==> src/rtl/idu_pkg.sv <==
package idu_pkg;
  localparam int MODE_W = 4;

  typedef struct packed {
    logic up;
    logic down;
  } lane_req_t;
endpackage

==> src/rtl/idu_mode_decode.sv <==
module idu_mode_decode
  import idu_pkg::*;
(
  input  logic [MODE_W-1:0] mode,
  output lane_req_t         req_first,
  output lane_req_t         req_second,
  output logic              bad_mode
);
  logic clash_first, clash_second;

  always_comb begin
    clash_second = mode[0] & mode[1];
    clash_first  = mode[2] & mode[3];
    bad_mode     = clash_first | clash_second;
    req_second.up   = mode[0] & ~bad_mode;
    req_second.down = mode[1] & ~bad_mode;
    req_first.up    = mode[2] & ~bad_mode;
    req_first.down  = mode[3] & ~bad_mode;
  end
endmodule

==> src/rtl/idu_lane.sv <==
module idu_lane
  import idu_pkg::*;
#(
  parameter int DATA_W = 16
) (
  input  logic [DATA_W-1:0] cur,
  input  lane_req_t         req,
  output logic [DATA_W-1:0] nxt,
  output logic              act
);
  localparam logic [DATA_W-1:0] ONE = DATA_W'(1);

  always_comb begin
    act = req.up | req.down;
    if (req.up)        nxt = cur + ONE;
    else if (req.down) nxt = cur - ONE;
    else               nxt = cur;
  end
endmodule

==> src/rtl/idu_top.sv <==
module idu_top
  import idu_pkg::*;
#(
  parameter int DATA_W = 16,
  parameter int SEL_W  = 4
) (
  input  logic              clk,
  input  logic              rst,
  input  logic [3:0]        mode_i,
  input  logic [SEL_W-1:0]  r1_sel_i,
  input  logic [SEL_W-1:0]  r2_sel_i,
  input  logic [DATA_W-1:0] r1_val_i,
  input  logic [DATA_W-1:0] r2_val_i,
  output logic              wr1_en_o,
  output logic [SEL_W-1:0]  wr1_sel_o,
  output logic [DATA_W-1:0] wr1_data_o,
  output logic              wr2_en_o,
  output logic [SEL_W-1:0]  wr2_sel_o,
  output logic [DATA_W-1:0] wr2_data_o,
  output logic              illegal_o
);
  localparam int LANES = 2;

  lane_req_t                 req   [LANES];
  logic      [DATA_W-1:0]    cur   [LANES];
  logic      [DATA_W-1:0]    nxt   [LANES];
  logic      [LANES-1:0]     act;
  logic                      bad_mode;
  logic                      same_dst;
  logic                      en_first, en_second;

  idu_mode_decode u_dec (
    .mode       (mode_i),
    .req_first  (req[0]),
    .req_second (req[1]),
    .bad_mode   (bad_mode)
  );

  assign cur[0] = r1_val_i;
  assign cur[1] = r2_val_i;

  for (genvar g = 0; g < LANES; g++) begin : g_lane
    idu_lane #(.DATA_W(DATA_W)) u_lane (
      .cur (cur[g]),
      .req (req[g]),
      .nxt (nxt[g]),
      .act (act[g])
    );
  end

  always_comb begin
    same_dst  = (r1_sel_i == r2_sel_i);
    en_first  = act[0];
    en_second = act[1] & ~(act[0] & same_dst);
  end

  always_ff @(posedge clk) begin
    if (rst) begin
      wr1_en_o   <= 1'b0;
      wr1_sel_o  <= '0;
      wr1_data_o <= '0;
      wr2_en_o   <= 1'b0;
      wr2_sel_o  <= '0;
      wr2_data_o <= '0;
      illegal_o  <= 1'b0;
    end else begin
      wr1_en_o   <= en_first;
      wr1_sel_o  <= r1_sel_i;
      wr1_data_o <= nxt[0];
      wr2_en_o   <= en_second;
      wr2_sel_o  <= r2_sel_i;
      wr2_data_o <= nxt[1];
      illegal_o  <= bad_mode;
    end
  end
endmodule

==> config.mk <==
export PLATFORM = sky130hd
export DESIGN_NAME = idu_top
export DESIGN_NICKNAME = d
export VERILOG_FILES = /design/src/rtl/idu_pkg.sv /design/src/rtl/idu_mode_decode.sv /design/src/rtl/idu_lane.sv /design/src/rtl/idu_top.sv
export SDC_FILE = /design/constraint.sdc
export NUM_CORES = 1
export LEC_CHECK = 0
export ABC_AREA = 1
export BUFFER_PORTS_ARGS = -buffer_cell sky130_fd_sc_hd__buf_4
export CAP_MARGIN = 10
export CORE_MARGIN = 1
export CORE_UTILIZATION = 46
export DETAILED_ROUTE_END_ITERATION = 8
export HOLD_SLACK_MARGIN = 0.02
export PLACE_DENSITY = 0.84
export SETUP_SLACK_MARGIN = 0.5
export SLEW_MARGIN = 20
export SYNTH_ARGS = -nofsm -noshare
export SYNTH_HDL_FRONTEND = slang
export SYNTH_SLANG_ARGS = --single-unit
==> constraint.sdc <==
create_clock -name clk -period 1.1 [get_ports clk]
set_clock_uncertainty 0.05 [all_clocks]
set_input_delay 0.11 -clock clk [delete_from_list [all_inputs] [get_ports clk]]
set_output_delay 0.11 -clock clk [all_outputs]
set_load 0.02 [all_outputs]
==> metrics.md <==
| Metric | Value |
|---|---|
| Cell area after synthesis | 2611 um^2 |
| Critical Path Source Type | input port |
| Total gr overflow | 0 |
| Sequential fraction of the synthesis area | 0.3297 |
| Rel. slew slack | 0.7729 |
| Setup ws final | -0.2652 ns |
| CTS buffer count | 5 |
| DRC violations left | 0 |
| Crit-path max FO | 7 |
| Worst hold path class | input port to register |
| Max-cap viol count | 0 |
| Post-synth EDFFs | 0 |
| Met3 usage | 0.07765 |
| Nets@finish | between 600 and 700 |
| Crit Path Category | input port to register |
| Syn_nets | approximately 490 |
| Primary FF master, synth | dfxtp_1 |
| CP endpoint kind | register |
| Final setup TNS | -0.5555 ns |
| Port bufs | 88 |
| Initial antenna violation count | 0 |
| Run status | complete, but fails checks |
| CTS sink cnt | 43 |
| Max Buffers Root-to-Sink | 2 |
| Vias | about 4300 |
| Hold Vio Cnt, Final | 4 |
| Met2 Use GR | 0.6867 |
| Worst path required time | ~1.3 ns |
| Worst slew pin tran | 0.3396 ns |
| Clock tree from TritonCTS | yes |
| Synth Area per Inst | roughly 6.0 um^2 |
| Root buf cell | clkbuf_8 |
| Distinct cell type count after synthesis | 29 |
| Synth Instances | 435 |
| Area of the multi-input gates | 2213 um^2 |
| Most common cell after layout, fill and taps aside | buf_4 |
| Min Tclk post-route | between 1 and 1.5 ns |
| Post-synthesis register bit count | 43 |
| Initial Util | 0.4771 |
| Maximum VDD drop | between 0.6 and 0.7 mV |
| H-tree depth reported by CTS | 2 |
| Violated checks | negative hold slack, negative setup slack |
| Fmax | 732.5 MHz |
| Largest net degree at the start of global routing | 19 |
| Final setup violation count | 5 |
| Worst-path clk slew | roughly 0.1 ns |
| Gr busiest metal | met2 |
| Antenna-violating nets left | 0 |
| Leak Pwr | 0.002409 uW |
| IO Count | 89 |
| Most frequent cells in the layout | buf_4 (78), nand2_1 (76), buf_6 (67) |
| Pre-CTS setup slack | -0.2511 ns |
| Filler Cell Count | about 180 |
| Asr flop ratio synth | 0 |
| First-pass GRT wire length | 17880 um |
| FP Rows | 27 |
| Post-route clock period utilization | 1.241 |
| Worst Path Arrival | 1.56 ns |
| M1 GR Usage | 0.3991 |
| Die Area | about 6000 um^2 |
| Pwr Density | around 940 nW/um^2 |
| Detailed Route Iter0 Violations | between 700 and 800 |
| FF/Latch Area | 914.6 um^2 |
| Core footprint | 5473 um^2 |
| Drt via density | around 6.6 |
| Die Ht | about 77 um |
| RSZ-0062 raised after global routing | yes |
| Layout cells sized above 1 | 0.5847 |
| DIE WIDTH | between 70 and 80 um |
| Final HPWL DP | between 6000 and 7000 um |
| Drt wl/cell | ~24 um |
| Hold_ws | -0.03873 ns |
| GRT Total Usage | 0.3812 |
| Final Max Slew Viols | 0 |
| Diode count | 0 |
| Vias in the first global route | about 3800 |
| Layout area overhead | 95.78% |
| DR pass1 iterations | 8 |
| Gpl congestion | 0.9344 |
| Wirelength, routed | 16180 um |
| Ys Warns | 0 |
| Hold Crit Depth | 3 |
[worst max-delay path, cell delays in order]
cell and delay (ns):
buf_12 0.11, inv_4 0.08, nand3_4 0.19, buf_6 0.21, nor2_4 0.15, nand4_1 0.31, nand3_1 0.22, nand2_1 0.08
nor2_1 0.09
[synthesized netlist by cell type, types with 2 or more instances]
| cell type | number | area, um^2 |
|---|---|---|
| a21oi_1 | 25 | 125.1 |
| clkbuf_1 | 3 | 11.26 |
| dfxtp_1 | 43 | 860.8 |
| ha_1 | 4 | 50.05 |
| inv_1 | 60 | 225.2 |
| inv_2 | 3 | 11.26 |
| nand2_1 | 112 | 420.4 |
| nand2_2 | 2 | 12.51 |
| nand3_1 | 32 | 160.2 |
| nand3_2 | 4 | 40.04 |
| nand4_1 | 11 | 68.82 |
| nor2_1 | 89 | 334.1 |
| nor2_2 | 4 | 25.02 |
| nor3_1 | 7 | 35.03 |
| o21ai_0 | 18 | 90.09 |
| o21ai_1 | 3 | 15.01 |
| o221ai_1 | 2 | 17.52 |
| xnor2_1 | 2 | 17.52 |
[what timing repair did]
item,4_1_cts,5_1_grt
cloned,1,0
setup endpoints to repair,77,77
hold endpoints to repair,13,10
gates resized for setup,185,79
pin swaps,69,54
buffers inserted,14,12
[final timing paths]
path | slack (ns) | endpoint | startpoint
worst min-delay path | -0.04 | wr1_sel_o[1]$_SDFF_PP0_ | r1_sel_i[1]
worst max-delay path | -0.27 | wr2_data_o[13]$_SDFF_PP0_ | mode_i[1]
[cells by family after synthesis]
family,share of synthesized area
and+or+nand+nor,0.4327
buffers and inverters,0.1054
AOI/OAI and AO/OA,0.1030
DFF,0.3297
adders and majority gates,0.01917
xor gates and xnor gates,0.01006
[power breakdown]
| group | total (uW) | switching [uW] | internal, uW |
|---|---|---|---|
| clock network | 1390 | 655 | 737 |
| registers | 1720 | 53.0 | 1670 |
| logic | 1670 | 967 | 698 |
[metrics by stage]
| step | util | instance area [um^2] | cells | total power [uW] |
|---|---|---|---|---|
| 2_1_floorplan | - | 2903 | 435 | 2271 |
| 3_3_place_gp | 0.7115 | 3894 | 627 | 2794 |
| 3_5_place_dp | 0.7115 | 3894 | 627 | 2828 |
| 4_1_cts | 0.8612 | 4713 | 650 | 4385 |
| 5_1_grt | 0.9342 | 5112 | 662 | 4881 |
| 6_report | 0.9342 | 5112 | 662 | 4781 |
[layout make-up]
class	count	area share
clock buffer	6	0.01615
clock inverter	2	0.006853
inverter	63	0.05702
multi-input combinational	323	0.4329
sequential	43	0.1789
tap	72	0.01762
timing repair buffer	153	0.2905
[registers in the layout (all words and copies together) (netlist names)]
signal and count:
wr2_sel_o 4, wr1_data_o 16, wr1_sel_o 4, illegal_o 1, wr2_data_o 16, wr2_en_o 1, wr1_en_o 1
[layer usage]
layer,wire length [um],part of all wire
met5,0,0
met4,2077,0.13
met3,1897,0.12
met2,7179,0.44
met1,5022,0.31
Note: power is estimated with default switching activity, not from simulation.
